$ cat src/rtl/fp8_e4m3_conv.sv
module fp8_e4m3_conv (
  input  logic        clk,
  input  logic        rst_n,
  input  logic        in_valid,
  output logic        in_ready,
  input  logic [31:0] in_data,
  input  logic        in_half,
  input  logic        in_stoch,
  input  logic [22:0] in_rand,
  output logic        out_valid,
  input  logic        out_ready,
  output logic [7:0]  out_data
);

  // ---------------- stage 1: decode and align ----------------
  logic [7:0]        e_raw;
  logic [22:0]       m_raw;
  logic              sgn, is_special, is_norm;
  logic [4:0]        mfmt;
  logic signed [9:0] bias, act, dsg, f8e;
  logic [5:0]        shamt;
  logic [6:0]        nbits;
  logic [24:0]       m_full, m_sh;
  logic              mid;

  assign e_raw      = in_half ? {3'b000, in_data[14:10]} : in_data[30:23];
  assign m_raw      = in_half ? {13'd0, in_data[9:0]} : in_data[22:0];
  assign sgn        = in_half ? in_data[15] : in_data[31];
  assign is_special = in_half ? (in_data[14:10] == 5'h1F) : (in_data[30:23] == 8'hFF);
  assign is_norm    = (e_raw != 8'd0);
  assign mfmt       = in_half ? 5'd10 : 5'd23;
  assign bias       = in_half ? 10'sd15 : 10'sd127;
  assign act        = is_norm ? ($signed({2'b00, e_raw}) - bias) : (10'sd1 - bias);
  assign dsg        = -10'sd7 - act;
  assign shamt      = (act > -10'sd7) ? 6'd0 : ((dsg > 10'sd40) ? 6'd40 : dsg[5:0]);
  assign nbits      = {2'b00, mfmt} - 7'd3 + {1'b0, shamt};
  assign m_full     = is_norm ? ({2'b00, m_raw} | (25'd1 << mfmt)) : {2'b00, m_raw};
  assign mid        = (nbits <= 7'd24) &&
                      ((m_full & ((25'd1 << nbits) - 25'd1)) == (25'd1 << (nbits - 7'd1)));
  assign m_sh       = m_full >> shamt;
  assign f8e        = (act > -10'sd7) ? (act + 10'sd8) : (m_sh[mfmt] ? 10'sd1 : 10'sd0);

  logic              s1_valid, s1_sign, s1_special, s1_half, s1_mid, s1_stoch;
  logic [24:0]       s1_m;
  logic signed [9:0] s1_e;
  logic [22:0]       s1_rnd;

  assign in_ready = !out_valid || out_ready;

  always_ff @(posedge clk) begin
    if (!rst_n) begin
      s1_valid <= 1'b0;
    end else if (in_ready) begin
      s1_valid <= in_valid;
    end
  end

  always_ff @(posedge clk) begin
    if (in_ready && in_valid) begin
      s1_sign    <= sgn;
      s1_special <= is_special;
      s1_half    <= in_half;
      s1_mid     <= mid;
      s1_stoch   <= in_stoch;
      s1_m       <= m_sh;
      s1_e       <= f8e;
      s1_rnd     <= in_rand;
    end
  end

  // ---------------- stage 2: round, carry, saturate ----------------
  logic [4:0]        sh, mf2;
  logic [25:0]       drop, base, add, m2, m3;
  logic              odd;
  logic signed [9:0] e2;
  logic [2:0]        mk3;
  logic [7:0]        result;

  assign sh   = s1_half ? 5'd7 : 5'd20;
  assign mf2  = s1_half ? 5'd10 : 5'd23;
  assign drop = (26'd1 << sh) - 26'd1;
  assign odd  = s1_m[sh];
  assign base = {1'b0, s1_m};
  assign add  = s1_stoch ? ({3'b000, s1_rnd} & drop)
                         : ((s1_mid ? (odd ? base : base - 26'd1) : base) & drop);
  assign m2   = base + add;

  always_comb begin
    e2 = s1_e;
    m3 = m2;
    if (s1_e == 10'sd0) begin
      if (m2[mf2]) e2 = 10'sd1;
    end else if (m2[mf2 + 5'd1]) begin
      m3 = m2 >> 1;
      e2 = s1_e + 10'sd1;
    end
  end

  assign mk3 = 3'(m3 >> sh);

  always_comb begin
    if (s1_special)                        result = 8'h80;
    else if (e2 > 10'sd15)                 result = {s1_sign, 7'h7F};
    else if (e2 == 10'sd0 && mk3 == 3'd0)  result = 8'h00;
    else                                   result = {s1_sign, e2[3:0], mk3};
  end

  always_ff @(posedge clk) begin
    if (!rst_n) begin
      out_valid <= 1'b0;
    end else if (in_ready) begin
      out_valid <= s1_valid;
    end
  end

  always_ff @(posedge clk) begin
    if (in_ready && s1_valid) out_data <= result;
  end

endmodule

$ cat config.mk
export PLATFORM = sky130hd
export DESIGN_NAME = fp8_e4m3_conv
export DESIGN_NICKNAME = d
export VERILOG_FILES = /design/src/rtl/fp8_e4m3_conv.sv
export SDC_FILE = /design/constraint.sdc
export NUM_CORES = 1
export LEC_CHECK = 0
export CORE_UTILIZATION = 70
export DETAILED_ROUTE_END_ITERATION = 8
export DONT_BUFFER_PORTS = 1
export PLACE_DENSITY = 0.95
export SLEW_MARGIN = 15
export SYNTH_ARGS = -nofsm -noshare
export SYNTH_HDL_FRONTEND = slang
export SYNTH_SLANG_ARGS = --single-unit
$ cat constraint.sdc
create_clock -name clk -period 24.5 [get_ports clk]
set_input_delay 2.45 -clock clk [delete_from_list [all_inputs] [get_ports clk]]
set_output_delay 2.45 -clock clk [all_outputs]
set_load 0.03 [all_outputs]
# Word level (Yosys, flattened, before mapping)

Index checks and enable logic that the tools add are counted.

Output and inout bits: 10
Register bits: 73
Word-level logic and storage cells: 87
Input port bits: 61

Equal/unequal tests: 3
Bitwise operators: 4
Mux-type cells: 32
Add/sub/neg operators: 13
Reduce and logical (&&, ||, !) cells: 10
Shifts and indexed selects: 6
Magnitude comparators: 8

Operators with widths:

| cell                    | number |
|---|---|
| $mux W26                | 5 |
| $mux W10                | 5 |
| $shl A1 B7 Y25 const A  | 2 |
| $add A25 B26 Y26        | 1 |
| $and A23 B26 Y26        | 1 |
| $and A26 B26 Y26        | 1 |
| $shl A1 B5 Y26 const A  | 1 |
| $shr A26 B5 Y3          | 1 |
| $sub A25 B1 Y26 const B | 1 |
| $sub A26 B1 Y26 const B | 1 |
| $and A25 B25 Y25        | 1 |
| $eq A25 B25 Y1          | 1 |
| $mux W25                | 1 |
| $or A23 B25 Y25         | 1 |
| $shl A1 B5 Y25 const A  | 1 |
| $shr A25 B6 Y25         | 1 |
| $sub A25 B1 Y25 const B | 1 |
| $lt A5 B6 Y1 const B    | 4 |
| $mux W8                 | 3 |
| $mux W23                | 1 |
| $bmux W1 S5             | 4 |
| $logic_not A10 Y1       | 2 |
| $mux W5                 | 3 |
| $mux W6                 | 2 |
| 22 further kinds        | 31 |

# Depth between registers and ports, before layout

Gate-level depths: netlist of the first run.

Depth in word-level cells: 17
Depth in mapped cells: 41
Depth with buffers taken out: 32

# Least setup slack after synthesis of the first run

No wires, ideal clock.

Kind: in2reg
Start: in in_half
End: reg s1_mid, data pin
Arrival: 10.959 ns
Stages on the path: 39
Library setup time: 0.134 ns
Path slack: 13.407 ns
Data required time: 24.366 ns
Path buffers: 8
Cells stage by stage: buf_6 > buf_6 > clkbuf_1 > clkbuf_1 > clkbuf_1 > mux2_2 > ha_1 > inv_1 > a31o_2 > o32ai_2 > nand2_1 > ha_1 > nand2_1 > nand2_1 > a21oi_1 > a22o_1 > o2bb2ai_1 > o21ai_0 > (+3 left out) > clkbuf_1 > ha_1 > inv_1 > fa_1 > clkbuf_1 > nor3b_1 > nand3_1 > a211oi_2 > a21oi_1 > or3_1 > ha_1 > o31a_1 > o21ai_0 > mux2i_1 > a22oi_1 > nor4_1 > nor4bb_1 > and4_1

Longest elaborated chain between the ends: 13
Elaborated cells between the ends (all ways): 26
Those cells by class: 7 x add/sub; 3 x order compare; 1 x eq/ne; 3 x shift; 8 x mux; 2 x bitwise; 2 x reduce/logical

Ends and longest elaborated chain:

| item                                  | line   | text |
|---|---|---|
| from (decl)                           | 7      | `input logic in_half,` |
| $mux W8 or $mux W7 (tied branches)    | 26, 32 |  |
| $sub A8 B7 Y9 (tied with other cells) | 33     | `assign act = is_norm ? ($signed({2'b00, e_raw}) - bias) : (10'sd1 - bias);` |
| $mux W10                              | 33     |  |
| $sub A4 B10 Y10                       | 34     | `assign dsg = -10'sd7 - act;` |
| $gt A10 B7 Y1                         | 35     | `assign shamt = (act > -10'sd7) ? 6'd0 : ((dsg > 10'sd40) ? 6'd40 : dsg[5:0]);` |
| $mux W6 (2 in a row)                  | 35     |  |
| $add A7 B6 Y7                         | 36     | `assign nbits = {2'b00, mfmt} - 7'd3 + {1'b0, shamt};` |
| $shl A1 B7 Y25                        | 39     | `((m_full & ((25'd1 << nbits) - 25'd1)) == (25'd1 << (nbits - 7'd1)));` |
| $sub A25 B1 Y25                       | 39     |  |
| $and A25 B25 Y25                      | 39     |  |
| $eq A25 B25 Y1                        | 39     |  |
| $logic_and A1 B1 Y1 *                 | 38     | `assign mid = (nbits <= 7'd24) &&` |
| net mid                               | 24     | `logic mid;` |
| to (signal assigned)                  | 63     | `s1_mid <= mid;` |
| to (decl)                             | 43     | `logic s1_valid, s1_sign, s1_special, s1_half, s1_mid, s1_stoch;` |

Mark *: on every way through the listed nets, which the timed path passes. The rest lies on a longest branch.
A chain may end at the register's enable or synchronous reset.

# Worst setup path after layout of the first run

Same ends and word-level chain as after synthesis.

==> reports/qor_table.md, run 1 <==
| Group | Item | Value |
|---|---|---|
| run status | Outcome | finished with violations |
| run status | Failing checks | design-rule violations |
| worst setup path | Top fanout value on the critical path | 57 |
| synth | Top-area cell type share of the netlist area | 25.8% |
| grt | Global-route congestion overflow total | 0 |
| synth | Cell taking the most area after synthesis | sky130_fd_sc_hd__edfxtp_1 |
| worst setup path | CP max stage cell | sky130_fd_sc_hd__clkinv_1 |
| placed design | Post-Place Worst Slack | 13.27 ns |
| clocking | CTS Root Cell | sky130_fd_sc_hd__clkbuf_8 |
| timing | Part of the cycle the worst path needs | 45.3% |
| timing | Crit path time final | 11.11 ns |
| synth | Number of synthesized flops with an enable pin | 67 |
| clocking | Post-cts sizing count | 0 |
| power | Total internal power | 0.000315 W |
| synth | Synth Area in XOR/XNOR | 5.32% |
| worst setup path | Critical path required time | 24.74 ns |
| die | Die Y-Extent | 107 um |
| worst setup path | Cell repeated most along the worst path | sky130_fd_sc_hd__ha_1 |
| clocking | CTS Sinks | 69 |
| clocking | Buffer count from post-CTS setup fixing | 0 |
| timing | Worst slew margin | 38.1% |
| clocking | TritonCTS clock tree | done |
| finish | Sequential standard cell area | 0.00205 mm^2 |
| clocking | Inserted Clock Buffers | 9 |
| clocking | Hold Buf Count CTS | 0 |
| route | Total wire length after detailed routing | 21.4 mm |
| synth | Synthesized-area fraction occupied by ao, oa, aoi and oai cells | 25.1% |
| synth | Dominant cell by count in the synthesized netlist | sky130_fd_sc_hd__nand2_1 |
| route | Count of antenna-violating nets left after detailed routing | 0 |
| synth | Synth Register Bits | 69 |
| clocking | Clock slew seen by the registers of the worst setup and hold paths | 0.08 ns |
| synth | Number of different library cells in the post-synthesis netlist | 96 |
| grt | Vias in the first global route | 7126 |
| placed design | Number of cells after detailed placement | 1071 |
| timing | Post-route worst hold slack | 0.496 ns |
| synth | Simple logic cell fraction of the synthesized area | 26.8% |
| route | Via count | 7831 |
| route | DRC Markers | 2 |
| worst setup path | Endpoint class of the critical path | flop |
| synth | Sequential element share of the synthesized area | 26.3% |
| route | Initial drt markers | 1008 |
| power | Net switching component of the power | 0.000267 W |
| grt | Maximum number of pins on one net before global-route repair | 60 |
| worst setup path | Startpoint kind of the worst setup timing path | primary input |
| worst setup path | Worst reg2reg startpoint | s1_half$_DFFE_PP_ |
| synth | Cell Area, Synth | 0.00779 mm^2 |
| route | Number of vias per cell after detailed routing | 7.20 |
| worst setup path | Worst Setup SP | in_half |
| synth | Commonest register cell after synthesis | sky130_fd_sc_hd__edfxtp_1 |
| power | Combinational cell fraction of total power | 55.0% |
| finish | Fraction of final layout cells with drive strength greater than 1 | 6.55% |
| placed design | HPWL after DPL | 16.2 mm |
| worst hold path | HP Class | flop to flop |
| timing | Slew @ Worst Pin | 0.928 ns |
| die | Number of ports placed on the die boundary | 71 |
| die | Row Count | 38 |
| finish | Final #Nets | 1038 |
| clocking | Number of buffers between clock root and the deepest sink | 2 |
| worst setup path | Classification of the worst setup path | primary input to flop |
| timing | Setup repair after global routing missed its margin | no |
| timing | Peak clock frequency supported by timing | 90.0 MHz |
| grt | Antenna violations before repair | 0 |
| finish | Combined area of the multi-input logic cells | 0.00541 mm^2 |
| synth | Fraction of the mapped netlist area in adder cells | 5.72% |
| timing | PnR worst setup slack | 13.39 ns |
| placed design | Weighted congestion reported at the end of routability-driven placement | 1.05 |
| clocking | CTS H-Tree Depth | 3 |
| grt | Global-route wire length before repair | 34.0 mm |
| worst hold path | Hold_sp | s1_valid$_SDFFE_PN0N_ |
| synth | Syn_area_per_cell | 8.00 um^2 |
| synth | Synthesized Nets | 1070 |
| synth | Number of warnings reported in the yosys synthesis log | 0 |
| synth | Leading post-synthesis cells by instance count | 113 x sky130_fd_sc_hd__nand2_1, 99 x sky130_fd_sc_hd__nor2_1, 76 x sky130_fd_sc_hd__a21oi_1 |
| power | Maximum vdd drop | 0.0000498 V |
| power | Seq pwr share | 27.3% |
| placed design | Port-buffer cells | 0 |
| synth | Main combinational cell family by area after synthesis | simple AND/OR/NAND/NOR gates |
| run | Maximum capacitance violations | 0 |
| synth | Asr flop ratio synth | 0% |
| finish | Total of fill cells in the finished design | 848 |
| finish | End-of-flow core utilization | 74.0% |
| timing | Layout Skew | 0.0140 ns |
| finish | Area Overhead vs Synth | 3.00% |
| timing | Setup TNS after final layout | 0 ns |
| die | Width of the die | 107 um |
| synth | Biggest area contributors in the synthesized netlist | sky130_fd_sc_hd__edfxtp_1 26%, sky130_fd_sc_hd__ha_1 5.5%, sky130_fd_sc_hd__nand2_1 5.4% |
| power | Switching share of power | 45.8% |
| power | Leak Pwr | 2.95 nW |
| die | Die outline area | 0.0116 mm^2 |
| grt | Total GRT Usage | 37.4% |
| synth | Number of instances in the synthesized netlist | 974 |
| finish | Count of non-filler cells in the finished layout | 1087 |
| finish | Total inserted antenna cells | 0 |
| route | Routed length per placed instance | 19.7 um |
| route | Number of search-and-repair iterations in the first detailed-routing pass | 9 |
| worst setup path | Maximum single-stage delay on the critical path | 0.76 ns |
| timing | Final count of negative-setup-slack endpoints | 0 |
| die | Area of the placeable core | 0.0108 mm^2 |
| power | Clk pwr share | 17.7% |
| die | Effective utilization at floorplan | 71.8% |
| timing | Final count of pins violating max slew | 0 |
| clocking | Clock insertion delay at the later pin of the skew report | 0.37 ns |
| timing | Final hold violation count | 0 |
| worst setup path | Arrival time of data at the critical path endpoint | 11.34 ns |
| power | Power density cells | 72.5 mW/mm^2 |
| synth | Share of synthesized area spent on multiplexers | 6.46% |
## registers in the layout, summed over array words and instances, names as in the netlist
name	flops
s1_mid	1
s1_rnd	20
s1_sign	1
out_valid	1
s1_special	1
s1_stoch	1
out_data	8
s1_valid	1
s1_half	1
s1_m	24
s1_e	10
## worst paths after layout
check,to,slack [ns],cells past startpoint
worst max-delay path,s1_mid$_DFFE_PP_,13.39,29
worst min-delay path,out_valid$_SDFFE_PN0N_,0.50,2
worst max register to register,out_data[3]$_SDFFCE_PP0P_,18.52,22
worst min register to register,out_valid$_SDFFE_PN0N_,0.50,2
## worst max-delay path: cells and delay by family
kind / cells / cell delay, ns
adder cells (fa/ha/maj): 5 / 1.73
XOR/XNOR: 1 / 0.48
AND/OR/NAND/NOR: 8 / 2.16
buffers and inverters: 2 / 0.84
multiplexers: 2 / 0.84
AO/OA/AOI/OAI: 11 / 2.78
## layout by cell type, fill, tap and decap left out, types with 25 or more instances in the layout
cell	n
sky130_fd_sc_hd__inv_1	25
sky130_fd_sc_hd__mux2i_1	38
sky130_fd_sc_hd__nand3_1	38
sky130_fd_sc_hd__a21oi_1	76
sky130_fd_sc_hd__o21ai_0	42
sky130_fd_sc_hd__nand2_1	113
sky130_fd_sc_hd__nor2_1	99
sky130_fd_sc_hd__nor3_1	41
sky130_fd_sc_hd__ha_1	34
sky130_fd_sc_hd__xnor2_1	28
sky130_fd_sc_hd__edfxtp_1	67
## power groups by stage
stage	Sequential, W	Combinational [W]	Clock [W]
floorplan	0.000157	0.000249	0
global placement	0.000160	0.000300	0
CTS	0.000159	0.000308	0.000103
detailed placement	0.000161	0.000307	0
global route	0.000160	0.000345	0.000108
finish	0.000159	0.000320	0.000103
## layer usage
| metal | wire [um] | GRT usage (%) | vias up |
|---|---|---|---|
| li1 | - | - | 3635 |
| met2 | 10200 | 63.8 | 497 |
| met5 | 0 | 0 | - |
| met3 | 1970 | 5.81 | 98 |
| met4 | 1090 | 22.0 | 0 |
| met1 | 8180 | 44.6 | 3601 |
## area by class of cell
type	instances	share of cell area (%)
Multi-Input combinational cell	826	67.5
Clock buffer	9	1.54
Tap cell	140	2.18
Timing Repair Buffer	7	0.655
Inverter	29	1.36
Sequential cell	69	25.6
Clock inverter	7	1.22
## through the flow
step	total power, W	area, um^2
6_report	0.000582	8020
5_1_grt	0.000613	8020
4_1_cts	0.000570	8020
3_5_place_dp	0.000468	7800
3_3_place_gp	0.000460	7800
2_1_floorplan	0.000406	7790
## cell families (layout without fill, tap and decap cells)
logic type	Yosys count	in the layout
and+or+nand+nor	419	419
AOI/OAI and AO/OA	280	280
buffers and inverters	79	52
DFF	69	69
muxes	47	47
xor gates and xnor gates	44	44
adders and majority gates	35	35
other	1	1
Note: power is estimated with default switching activity, not from simulation.
==> run 2, diff against run 1 <==
--- a/config.mk
+++ b/config.mk
@@ -5,10 +5,10 @@
 export SDC_FILE = /design/constraint.sdc
 export NUM_CORES = 1
 export LEC_CHECK = 0
-export CORE_UTILIZATION = 70
+export CORE_UTILIZATION = 60
 export DETAILED_ROUTE_END_ITERATION = 8
 export DONT_BUFFER_PORTS = 1
-export PLACE_DENSITY = 0.95
+export PLACE_DENSITY = 0.89
 export SLEW_MARGIN = 15
 export SYNTH_ARGS = -nofsm -noshare
 export SYNTH_HDL_FRONTEND = slang
==> constraint.sdc (replaced) <==
create_clock -name clk -period 9.7 [get_ports clk]
set_input_delay 0.97 -clock clk [delete_from_list [all_inputs] [get_ports clk]]
set_output_delay 0.97 -clock clk [all_outputs]
set_load 0.03 [all_outputs]
==> run 2 against run 1 <==
The flow now finishes without violations. Worst hold slack worse by 0.019 ns. Clock power increased to 3.2 times the previous value. Wire length up 0.70%. Register-to-register slack got worse by 15 ns. Setup slack got worse by 12 ns. Via count is 1.9% lower. Clock skew down 0.0069 ns. Critical path depth increased by 1. Largest power group unchanged.
==> reports/qor_table.md, run 2 (synthesis gave the netlist of run 1 again) <==
| Group | Item | Value | Change |
|---|---|---|---|
| finish | Total of fill cells in the finished design | 1040 | was 848 |
| timing | Final hold violation count | 0 | unchanged |
| worst setup path | Worst reg2reg startpoint | s1_half$_DFFE_PP_ | unchanged |
| clocking | TritonCTS clock tree | done | unchanged |
| timing | Crit path time final | 8.54 ns |  |
| die | Row Count | 41 | was 38 |
| timing | Final count of negative-setup-slack endpoints | 0 | unchanged |
| worst setup path | FF-to-FF setup slack | 3.51 ns | was 18.52 ns |
| finish | Fraction of final layout cells with drive strength greater than 1 | 7.23% | was 6.55% |
| clocking | CTS Sinks | 69 | unchanged |
| timing | Part of the cycle the worst path needs | 88.0% |  |
| route | Routed length per placed instance | 19.1 um | was 19.7 um |
| die | Area of the placeable core | 0.0126 mm^2 | was 0.0108 mm^2 |
| worst setup path | CP max stage cell | sky130_fd_sc_hd__fa_1 | was sky130_fd_sc_hd__clkinv_1 |
| clocking | Clock insertion delay at the later pin of the skew report | 0.33 ns | was 0.37 ns |
| clocking | Number of buffers between clock root and the deepest sink | 2 | unchanged |
| grt | Vias in the first global route | 7188 | was 7126 |
| worst setup path | Family of cells with the greatest summed delay on the critical path | simple AND/OR/NAND/NOR gates | was compound AO/OA/AOI/OAI gates |
| timing | Final count of pins violating max slew | 0 | unchanged |
| worst hold path | Endpoint, Worst Hold | out_valid$_SDFFE_PN0N_ | unchanged |
| clocking | Buffer count from post-CTS setup fixing | 0 | unchanged |
| route | Total wire length after detailed routing | 21.6 mm | was 21.4 mm |
| route | Number of vias per cell after detailed routing | 6.81 | was 7.20 |
| timing | Peak clock frequency supported by timing | 117 MHz |  |
| worst setup path | Maximum single-stage delay on the critical path | 0.59 ns | was 0.76 ns |
| timing | Layout Skew | 0.00706 ns | was 0.0140 ns |
| finish | End-of-flow core utilization | 65.0% | was 74.0% |
| clocking | Post-cts sizing count | 0 | unchanged |
| finish | Total inserted antenna cells | 0 | unchanged |
| grt | Total GRT Usage | 32.9% | was 37.4% |
| worst hold path | HP Class | flop to flop | unchanged |
| placed design | Weighted congestion reported at the end of routability-driven placement | 1.09 | was 1.05 |
| grt | Antenna violations before repair | 0 | unchanged |
| worst setup path | Arrival time of data at the critical path endpoint | 8.73 ns | was 11.34 ns |
| worst hold path | Hold_sp | s1_valid$_SDFFE_PN0N_ | unchanged |
| route | DRC Markers | 0 | was 2 |
| worst setup path | Worst flop-to-flop path endpoint | out_data[7]$_SDFFCE_PP1P_ | was out_data[3]$_SDFFCE_PP0P_ |
| run status | Outcome | complete, no violations | was finished with violations |
| placed design | Area post-placement | 0.00790 mm^2 | was 0.00780 mm^2 |
| placed design | HPWL after DPL | 16.0 mm | was 16.2 mm |
| die | Die Y-Extent | 116 um | was 107 um |
| die | Die outline area | 0.0134 mm^2 | was 0.0116 mm^2 |
| worst setup path | Total buffers and inverters traversed by the critical path | 4 | was 2 |
| grt | Global-route congestion overflow total | 0 | unchanged |
| timing | Setup TNS after final layout | 0 ns | unchanged |
| finish | Max FFs per register | 24 | unchanged |
| clocking | CTS H-Tree Depth | 3 | unchanged |
| power | Power density cells | 189 mW/mm^2 | was 72.5 mW/mm^2 |
| finish | Sequential standard cell area | 0.00205 mm^2 | unchanged |
| worst setup path | Endpoint class of the critical path | flop | unchanged |
| route | Initial drt markers | 977 | was 1008 |
| timing | Worst slew margin | 37.6% | was 38.1% |
| finish | Register with the highest flop count | s1_m | unchanged |
| timing | Setup repair after global routing missed its margin | no | unchanged |
| worst setup path | Startpoint kind of the worst setup timing path | primary input | unchanged |
| worst setup path | Classification of the worst setup path | primary input to flop | unchanged |
| finish | Post-layout instance area | 0.00820 mm^2 | was 0.00802 mm^2 |
| grt | Global-route wire length before repair | 35.0 mm | was 34.0 mm |
| finish | Combined area of the multi-input logic cells | 0.00541 mm^2 | unchanged |
| clocking | Hold Buf Count CTS | 0 | unchanged |
| finish | Top library cells by usage in the layout, fill and taps aside | 113 x sky130_fd_sc_hd__nand2_1, 99 x sky130_fd_sc_hd__nor2_1, 76 x sky130_fd_sc_hd__a21oi_1, 67 x sky130_fd_sc_hd__edfxtp_1, 42 x sky130_fd_sc_hd__o21ai_0 | unchanged |
| worst hold path | Cell depth of the worst hold path | 2 | unchanged |
| grt | Maximum number of pins on one net before global-route repair | 60 | unchanged |
| die | Number of ports placed on the die boundary | 71 | unchanged |
| route | Via count | 7679 | was 7831 |
| clocking | Inserted Clock Buffers | 9 | unchanged |
| clocking | Clock slew seen by the registers of the worst setup and hold paths | 0.06 ns | was 0.08 ns |
| finish | Final #Nets | 1046 | was 1038 |
| worst setup path | Reg2Reg Depth | 21 | was 22 |
| route | Number of search-and-repair iterations in the first detailed-routing pass | 8 | was 9 |
| die | Effective utilization at floorplan | 61.7% | was 71.8% |
| die | Width of the die | 116 um | was 107 um |
| run | Maximum capacitance violations | 0 | unchanged |
| placed design | Port-buffer cells | 0 | unchanged |
| worst setup path | Top fanout value on the critical path | 57 | unchanged |
| power | Maximum vdd drop | 0.000125 V | was 0.0000498 V |
| finish | Regs by FF count | s1_m (24), s1_rnd (20), s1_e (10) | unchanged |
| finish | Area Overhead vs Synth | 5.27% | was 3.00% |
| power | Leak Pwr | 3.02 nW | was 2.95 nW |
| worst setup path | Critical path required time | 9.89 ns | was 24.74 ns |
| timing | Slew @ Worst Pin | 0.921 ns | was 0.928 ns |
| finish | Leading cell type in the layout, fill and taps excluded | sky130_fd_sc_hd__nand2_1 | unchanged |
| clocking | CTS Root Cell | sky130_fd_sc_hd__clkbuf_16 | was sky130_fd_sc_hd__clkbuf_8 |
| route | Count of antenna-violating nets left after detailed routing | 0 | unchanged |
## run 2: cell types whose count changed in the layout (fill, tap and decap cells not counted), sizes merged
cell and change:
buf +8, clkinvlp -1, inv +2, bufinv -1
## run 2: routing by layer
metal | up-vias | track usage [%] | part of all wire [%]
met1 | 3569 | 39.5 | 39
li1 | 3648 | - | -
met3 | 78 | 6.96 | 8.5
met2 | 384 | 55.8 | 48
met5 | - | 0 | 0
met4 | 0 | 16.3 | 4.0
## run 2: worst max-delay path by stage
stage               depth (start not counted)     from               end
finish                                     30  in_half  s1_mid$_DFFE_PP_
global route                               30  in_half  s1_mid$_DFFE_PP_
CTS                                        30  in_half  s1_mid$_DFFE_PP_
detailed placement                         30  in_half  s1_mid$_DFFE_PP_
global placement                           30  in_half  s1_mid$_DFFE_PP_
floorplan                                  39  in_half  s1_mid$_DFFE_PP_
## run 2: layout make-up
type                            count  area share, %
Tap cell                          172           2.63
Inverter                           29           1.33
Timing Repair Buffer               15           1.37
Sequential cell                    69           25.0
Clock buffer                        9           2.75
Multi-Input combinational cell    826           66.0
Clock inverter                      7          0.885
## run 2: worst register-to-register path, cell delays in order, from the launching register on
cell and delay [ns]:
sky130_fd_sc_hd__edfxtp_1 0.88, sky130_fd_sc_hd__mux2i_1 0.43, sky130_fd_sc_hd__nand2_1 0.15, sky130_fd_sc_hd__nor4_1 0.53, sky130_fd_sc_hd__nand2_1 0.30, sky130_fd_sc_hd__or4_1 0.59, sky130_fd_sc_hd__xor2_1 0.14, sky130_fd_sc_hd__nor2_1 0.05
sky130_fd_sc_hd__a21oi_1 0.14, sky130_fd_sc_hd__nor2_1 0.07, sky130_fd_sc_hd__ha_1 0.37, sky130_fd_sc_hd__and4_1 0.24, sky130_fd_sc_hd__nand3_1 0.09, sky130_fd_sc_hd__a21oi_1 0.36, sky130_fd_sc_hd__o211ai_1 0.22, sky130_fd_sc_hd__xor2_1 0.21
sky130_fd_sc_hd__a211oi_1 0.26, sky130_fd_sc_hd__a31oi_1 0.11, sky130_fd_sc_hd__nor3_1 0.21, sky130_fd_sc_hd__a21oi_1 0.06, sky130_fd_sc_hd__a2111oi_0 0.36, sky130_fd_sc_hd__a31oi_1 0.15
## run 2: where the power goes
part	leakage, nW	switching (W)	internal (W)	total, W
clock	0.144	0.000126	0.000200	0.000326
sequential	0.681	0.0000354	0.000367	0.000403
combinational	2.20	0.000526	0.000291	0.000818
total	3.02	0.000688	0.000859	0.00155
## run 2: through the flow
step                power [W]  hold slack, ns  worst slack (ns)  std cells
CTS                   0.00153           0.486              1.37       1127
global placement      0.00118           0.453              1.24       1111
floorplan             0.00103           0.443            0.0866        974
finish                0.00155           0.477              1.16       1127
global route          0.00164           0.514             0.771       1127
detailed placement    0.00119           0.478              1.05       1111
